`src/rtl/ledchain_pkg.sv`:
```
package ledchain_pkg;
  typedef enum logic [1:0] {
    ST_IDLE  = 2'd0,
    ST_SEND  = 2'd1,
    ST_EOS   = 2'd2,
    ST_LATCH = 2'd3
  } seq_state_t;

  localparam logic [7:0] CMD_BYTE = 8'h3A;
  localparam int         PKT_BITS = 32;
  localparam int         GS_BITS  = 24;
endpackage

```
`src/rtl/ledchain_gs_store.sv`:
```
module ledchain_gs_store #(
  parameter  int N_DEV = 4,
  localparam int DEV_W = (N_DEV > 1) ? $clog2(N_DEV) : 1
) (
  input  logic             clk,
  input  logic             rst_n,
  input  logic             we,
  input  logic [DEV_W-1:0] wr_dev,
  input  logic [1:0]       wr_ch,
  input  logic [7:0]       wr_val,
  input  logic [DEV_W-1:0] rd_dev,
  output logic [23:0]      rd_word
);
  localparam int N_CH = 3;

  logic [N_DEV*N_CH*8-1:0] gs_flat;

  for (genvar d = 0; d < N_DEV; d++) begin : g_dev
    for (genvar c = 0; c < N_CH; c++) begin : g_ch
      logic       hit;
      logic [7:0] byte_q;
      assign hit = we && (wr_dev == DEV_W'(d)) && (wr_ch == 2'(c));
      always_ff @(posedge clk or negedge rst_n) begin
        if (!rst_n) begin
          byte_q <= 8'h00;
        end else if (hit) begin
          byte_q <= wr_val;
        end
      end
      assign gs_flat[(d*N_CH+c)*8 +: 8] = byte_q;
    end
  end

  // word layout {ch2, ch1, ch0}; out-of-range index reads zero
  always_comb begin
    rd_word = '0;
    for (int i = 0; i < N_DEV; i++) begin
      if (rd_dev == DEV_W'(i)) rd_word = gs_flat[i*24 +: 24];
    end
  end
endmodule

```
`src/rtl/ledchain_bit_shaper.sv`:
```
module ledchain_bit_shaper #(
  parameter  int BIT_CLKS = 16,
  localparam int CW       = $clog2(BIT_CLKS)
) (
  input  logic          sending,
  input  logic [CW-1:0] cyc,
  input  logic          bit_val,
  output logic          line
);
  localparam int PW_RAW = BIT_CLKS / 8;
  localparam int PW     = (PW_RAW < 1) ? 1 : PW_RAW;
  localparam int QTR    = BIT_CLKS / 4;

  localparam logic [CW-1:0] PW_C   = CW'(PW);
  localparam logic [CW-1:0] Q_C    = CW'(QTR);
  localparam logic [CW-1:0] Q_END  = CW'(QTR + PW);

  logic lead_pulse;
  logic data_pulse;

  assign lead_pulse = (cyc < PW_C);
  assign data_pulse = bit_val && (cyc >= Q_C) && (cyc < Q_END);
  assign line       = sending && (lead_pulse || data_pulse);
endmodule

```
`src/rtl/ledchain_seq.sv`:
```
module ledchain_seq
  import ledchain_pkg::*;
#(
  parameter  int N_DEV      = 4,
  parameter  int BIT_CLKS   = 16,
  parameter  int EOS_BITS   = 4,
  parameter  int LATCH_BITS = 8,
  localparam int CW         = $clog2(BIT_CLKS),
  localparam int DEV_W      = (N_DEV > 1) ? $clog2(N_DEV) : 1
) (
  input  logic             clk,
  input  logic             rst_n,
  input  logic             start,
  input  logic [23:0]      pkt_gs,
  output logic [DEV_W-1:0] rd_dev,
  output seq_state_t       state_o,
  output logic [CW-1:0]    cyc_o,
  output logic             bit_o,
  output logic             busy,
  output logic             done
);
  localparam int EOS_CLKS = EOS_BITS * BIT_CLKS;
  localparam int LAT_CLKS = LATCH_BITS * BIT_CLKS;
  localparam int GAP_MAX  = (EOS_CLKS > LAT_CLKS) ? EOS_CLKS : LAT_CLKS;
  localparam int GW       = $clog2(GAP_MAX);

  localparam logic [CW-1:0]    CYC_LAST = CW'(BIT_CLKS - 1);
  localparam logic [GW-1:0]    EOS_LAST = GW'(EOS_CLKS - 1);
  localparam logic [GW-1:0]    LAT_LAST = GW'(LAT_CLKS - 1);
  localparam logic [DEV_W-1:0] DEV_LAST = DEV_W'(N_DEV - 1);
  localparam logic [4:0]       BIT_LAST = 5'(PKT_BITS - 1);

  seq_state_t     state_q, state_d;
  logic [CW-1:0]  cyc_q, cyc_d;
  logic [4:0]     bit_q, bit_d;
  logic [DEV_W-1:0] dev_q, dev_d;
  logic [GW-1:0]  gap_q, gap_d;
  logic [31:0]    shreg_q, shreg_d;
  logic           done_q, done_d;
  logic           shreg_en;

  // next word source: device 0 from idle, else the following device
  assign rd_dev = (state_q == ST_IDLE) ? '0 : dev_q + DEV_W'(1);

  always_comb begin
    state_d  = state_q;
    cyc_d    = cyc_q;
    bit_d    = bit_q;
    dev_d    = dev_q;
    gap_d    = gap_q;
    shreg_d  = shreg_q;
    shreg_en = 1'b0;
    done_d   = 1'b0;
    unique case (state_q)
      ST_IDLE: begin
        if (start) begin
          state_d  = ST_SEND;
          cyc_d    = '0;
          bit_d    = '0;
          dev_d    = '0;
          shreg_d  = {CMD_BYTE, pkt_gs};
          shreg_en = 1'b1;
        end
      end
      ST_SEND: begin
        if (cyc_q == CYC_LAST) begin
          cyc_d = '0;
          if (bit_q == BIT_LAST) begin
            gap_d   = '0;
            state_d = (dev_q == DEV_LAST) ? ST_LATCH : ST_EOS;
          end else begin
            bit_d    = bit_q + 5'd1;
            shreg_d  = {shreg_q[30:0], 1'b0};
            shreg_en = 1'b1;
          end
        end else begin
          cyc_d = cyc_q + CW'(1);
        end
      end
      ST_EOS: begin
        if (gap_q == EOS_LAST) begin
          state_d  = ST_SEND;
          dev_d    = dev_q + DEV_W'(1);
          bit_d    = '0;
          cyc_d    = '0;
          shreg_d  = {CMD_BYTE, pkt_gs};
          shreg_en = 1'b1;
        end else begin
          gap_d = gap_q + GW'(1);
        end
      end
      ST_LATCH: begin
        if (gap_q == LAT_LAST) begin
          state_d = ST_IDLE;
          done_d  = 1'b1;
        end else begin
          gap_d = gap_q + GW'(1);
        end
      end
      default: state_d = ST_IDLE;
    endcase
  end

  always_ff @(posedge clk or negedge rst_n) begin
    if (!rst_n) begin
      state_q <= ST_IDLE;
      cyc_q   <= '0;
      bit_q   <= '0;
      dev_q   <= '0;
      gap_q   <= '0;
      done_q  <= 1'b0;
    end else begin
      state_q <= state_d;
      cyc_q   <= cyc_d;
      bit_q   <= bit_d;
      dev_q   <= dev_d;
      gap_q   <= gap_d;
      done_q  <= done_d;
    end
  end

  always_ff @(posedge clk or negedge rst_n) begin
    if (!rst_n) begin
      shreg_q <= '0;
    end else if (shreg_en) begin
      shreg_q <= shreg_d;
    end
  end

  assign state_o = state_q;
  assign cyc_o   = cyc_q;
  assign bit_o   = shreg_q[31];
  assign busy    = (state_q != ST_IDLE);
  assign done    = done_q;
endmodule

```
`src/rtl/ledchain_tx.sv`:
```
module ledchain_tx
  import ledchain_pkg::*;
#(
  parameter  int N_DEV      = 4,
  parameter  int BIT_CLKS   = 16,
  parameter  int EOS_BITS   = 4,
  parameter  int LATCH_BITS = 8,
  localparam int DEV_W      = (N_DEV > 1) ? $clog2(N_DEV) : 1
) (
  input  logic             clk,
  input  logic             rst_n,
  input  logic             ld_we,
  input  logic [DEV_W-1:0] ld_dev,
  input  logic [1:0]       ld_ch,
  input  logic [7:0]       ld_val,
  input  logic             start,
  output logic             busy,
  output logic             done,
  output logic             sdo
);
  localparam int CW = $clog2(BIT_CLKS);

  logic             rst_meta, rst_sync_n;
  logic             wr_ok;
  logic [DEV_W-1:0] rd_dev;
  logic [23:0]      rd_word;
  seq_state_t       seq_st;
  logic [CW-1:0]    seq_cyc;
  logic             seq_bit;
  logic             line_d;
  logic             sdo_q;

  // asynchronous assert, synchronous release
  always_ff @(posedge clk or negedge rst_n) begin
    if (!rst_n) begin
      rst_meta   <= 1'b0;
      rst_sync_n <= 1'b0;
    end else begin
      rst_meta   <= 1'b1;
      rst_sync_n <= rst_meta;
    end
  end

  assign wr_ok = ld_we && !busy;

  ledchain_gs_store #(.N_DEV(N_DEV)) u_store (
    .clk     (clk),
    .rst_n   (rst_sync_n),
    .we      (wr_ok),
    .wr_dev  (ld_dev),
    .wr_ch   (ld_ch),
    .wr_val  (ld_val),
    .rd_dev  (rd_dev),
    .rd_word (rd_word)
  );

  ledchain_seq #(
    .N_DEV      (N_DEV),
    .BIT_CLKS   (BIT_CLKS),
    .EOS_BITS   (EOS_BITS),
    .LATCH_BITS (LATCH_BITS)
  ) u_seq (
    .clk     (clk),
    .rst_n   (rst_sync_n),
    .start   (start),
    .pkt_gs  (rd_word),
    .rd_dev  (rd_dev),
    .state_o (seq_st),
    .cyc_o   (seq_cyc),
    .bit_o   (seq_bit),
    .busy    (busy),
    .done    (done)
  );

  ledchain_bit_shaper #(.BIT_CLKS(BIT_CLKS)) u_shaper (
    .sending (seq_st == ST_SEND),
    .cyc     (seq_cyc),
    .bit_val (seq_bit),
    .line    (line_d)
  );

  always_ff @(posedge clk or negedge rst_n) begin
    if (!rst_n) begin
      sdo_q <= 1'b0;
    end else begin
      sdo_q <= line_d;
    end
  end

  assign sdo = sdo_q;
endmodule

```
`config.mk`:
```
export PLATFORM = sky130hd
export DESIGN_NAME = ledchain_tx
export DESIGN_NICKNAME = d
export VERILOG_FILES = /design/src/rtl/ledchain_pkg.sv /design/src/rtl/ledchain_gs_store.sv /design/src/rtl/ledchain_bit_shaper.sv /design/src/rtl/ledchain_seq.sv /design/src/rtl/ledchain_tx.sv
export SDC_FILE = /design/constraint.sdc
export NUM_CORES = 1
export LEC_CHECK = 0
export CAP_MARGIN = 25
export CELL_PAD_IN_SITES_DETAIL_PLACEMENT = 1
export CELL_PAD_IN_SITES_GLOBAL_PLACEMENT = 2
export CORE_ASPECT_RATIO = 1.25
export CORE_MARGIN = 2
export CORE_UTILIZATION = 43
export CTS_BUF_LIST = sky130_fd_sc_hd__clkbuf_16
export DETAILED_ROUTE_END_ITERATION = 16
export PLACE_DENSITY = 0.76
export SETUP_SLACK_MARGIN = 0.2
export SLEW_MARGIN = 10
export SYNTH_ARGS = -nofsm -noshare
export SYNTH_HDL_FRONTEND = slang
export SYNTH_SLANG_ARGS = --single-unit
```
`constraint.sdc`:
```
create_clock -name clk -period 5.4 [get_ports clk]
set_clock_uncertainty 0.05 [all_clocks]
set_input_delay 0.81 -clock clk [delete_from_list [all_inputs] [get_ports clk]]
set_output_delay 0.81 -clock clk [all_outputs]
set_load 0.005 [all_outputs]
```
==> run summary <==
Status: complete, no violations
Fin worst setup slack: 2.495 ns
Clk pwr share: 37.4%
Synth warn: 0
Worst Hold Slack: 0.3004 ns
Cell Int Power: 2.324 mW
Final TNS setup: 0 ns
GR Util met2: 39.02%
Crit path DAT: 3.16 ns
Yosys top cell by area: dfrtp_1
Setup bufs post-CTS: 0
Type of the worst setup path: register to register
Syn_nets: 614
Main synth FF type: dfrtp_1
Number of endpoints failing setup at the final stage: 0
Core Box Area: 16200 sq um
Seq pwr share: 45.5%
Die Ht: 148.1 microns
Initial antenna violation count: 0
Finished Layout Cells: 832
Ys async rst share: 100.0%
Fin. max-slew vios: 0
Most frequent CP cell: buf_4
Pleak: 3.797 nW
CTS Buffer Depth: 2
Die area: 17660 sq um
GR Util met3: 3.719%
Final Critical Period: 2.905 ns
Final design utilization: 50.04%
DR DRC count: 0
Design area: 8107 sq um
PwrDens: 398.3 nW/um^2
FMAX: 0.3442 GHz
GRT overflow: 0
H-tree depth: 4
I/O pin cnt: 19
Tcrit/Tclk final: 53.80%
Nets: 624
Rows: 52
Cts hold-fix bufs: 0
Most common cell after layout, fill and taps aside: dfrtp_1
Sink Count: 152
Synth cell types: 61
Met1 Usage GRT: 26.02%
Post-CTS sizing: 0
Slowest cell on the critical path: or3_1
Area fraction of the dominant cell type after synthesis: 53.26%
First-pass GRT wire length: 29660 microns
Worst ir drop on vdd: 229.3 uV
Clock transition at the registers of the reported paths: 0.06 ns
Layout cells sized above 1: 23.38%
Hold Path Class: register to asynchronous set/reset pin
Dpl cell area: 7500 sq um
Vias in the first global route: 5367
Most used routing layer: met2
Switch Pwr: 905.3 uW
Measured slew at the worst slew-check pin: 0.9602 ns
Worst-Skew Late Latency: 0.42 ns
EDFF count, synth: 0
Total CTS buffers: 17
Switching Fraction: 28.04%
Root buffer cell: clkbuf_16
Gpl congestion: 0.7689
Critical Path Fanout Max: 49
Setup crit end kind: register
Routed len/inst: 21.90 microns
Synth top area cells: dfrtp_1 (53%), mux2_2 (15%), mux2i_1 (6.7%)
CP peak stage delay: 0.62 ns
Die W: 119.3 microns
Drt total wl: 18220 microns
Worst path cell trace: buf_4, nand2b_1, or3_1, o21ai_4, buf_4, mux2_2
Number of synthesized register bits: 152
Startpoint Class: register
Largest net degree at the start of global routing: 55
RSZ-0062 raised after global routing: false
CTS tree: done
Total track usage: 22.12%
Ant diodes: 0
Most frequent cells in the layout: dfrtp_1 (150), mux2_2 (96), mux2i_1 (48)
Port Buffers: 18
Overall power: 3.229 mW
Dpl ws: 2.460 ns
Syn Std Cell Area: 7142 sq um
Dpl hpwl: 12050 microns
Drt pass-1 iters: 4
WP data required: 5.66 ns
Synth-to-layout area growth: 13.51%
Combinational power share: 17.1%
Avg Synthesized Cell Area: 12.04 sq um
Hold Vio Cnt, Final: 0
Via Count: 4885
Starting Density: 44.08%
Post-DRT Antenna Nets: 0
Post-synthesis sequential area ratio: 53.26%
Relative slew slack: 35.99%
Mapped Cells: 593
Vias/cell: 5.871
Max-cap viol count: 0
Placed instance count: 798
DRT iter0 DRCs: 232
[per-layer routing]
metal,wire (microns),up-vias
li1,-,2193
met1,7643,2604
met2,9653,61
met3,441,27
met4,486,0
met5,0,-
[critical path, delay by kind of cell (launching register included)]
kind	cells	cell delay (ns)
muxes	1	0.39
and+or+nand+nor	2	1.08
AOI/OAI and AO/OA	1	0.10
DFF	1	0.36
buffers and inverters	2	0.74
[final cells by class]
cell class | instances | area (sq um)
Tap cell | 216 | 270.3
Inverter | 32 | 120.1
Fill cell | 1681 | 8094
Sequential cell | 152 | 3809
Clock buffer | 17 | 425.4
Clock inverter | 15 | 168.9
Multi-Input combinational cell | 372 | 3060
Timing Repair Buffer | 28 | 252.7
[registers in the layout (all words and copies together) (netlist names)]
name / flops
rst_sync_n: 1
u_seq.shreg_q: 32
u_seq.done: 1
sdo: 1
u_seq.dev_q: 2
rst_meta: 1
u_seq.cyc_o: 4
u_store.g_dev.g_ch.byte_q: 96
u_seq.bit_q: 5
u_seq.state_o: 2
u_seq.gap_q: 7
[final timing paths]
check                                        startpoint                                        endpoint  slack (ns)  cells after the start
setup / recovery           u_seq.state_o[1]$_DFFE_PN0P_                   u_seq.shreg_q[23]$_DFFE_PN0P_        2.49                      6
hold / removal                     rst_sync_n$_DFF_PN0_  u_store.g_dev[1].g_ch[0].byte_q[1]$_DFFE_PN0P_        0.30                      0
setup reg to reg           u_seq.state_o[1]$_DFFE_PN0P_                   u_seq.shreg_q[23]$_DFFE_PN0P_        2.49                      6
hold reg to reg                    rst_sync_n$_DFF_PN0_  u_store.g_dev[1].g_ch[0].byte_q[1]$_DFFE_PN0P_        0.30                      0
max in group asynchronous          rst_sync_n$_DFF_PN0_  u_store.g_dev[3].g_ch[1].byte_q[0]$_DFFE_PN0P_        3.85                      1
min in group clk                     rst_meta$_DFF_PN0_                            rst_sync_n$_DFF_PN0_        0.31                      0
[power groups by stage]
stage	combinational [mW]	clock (mW)	sequential (mW)
global route	0.620	1.28	1.50
finish	0.551	1.21	1.47
floorplan	0.391	0	1.45
CTS	0.552	1.23	1.47
global placement	0.509	0	1.48
detailed placement	0.545	0	1.49
[kinds of logic after synthesis]
kind of cell,count (synthesis),synth area share (%)
fa+ha+maj,5,0.8760
other cells,1,0.05251
compound gates,99,9.776
xor+xnor,2,0.2453
mux,146,22.18
buf+inv,69,3.994
flops,152,53.26
simple gates,119,9.618
[cells in the mapped netlist, types with 5 or more instances]
cell / count
buf_2: 9
nand3_1: 12
a21oi_1: 14
o22ai_1: 10
buf_1: 5
nor2_1: 15
inv_1: 31
o221ai_1: 12
mux2i_1: 48
nand3b_1: 7
nor2b_1: 7
and3_1: 7
clkbuf_1: 19
ha_1: 5
nand2b_1: 5
nand4_1: 6
a32oi_1: 12
mux2_2: 96
nand2_1: 28
o21ai_0: 13
o21ai_1: 6
dfrtp_1: 152
No activity file was read; power rests on OpenSTA's default activity.
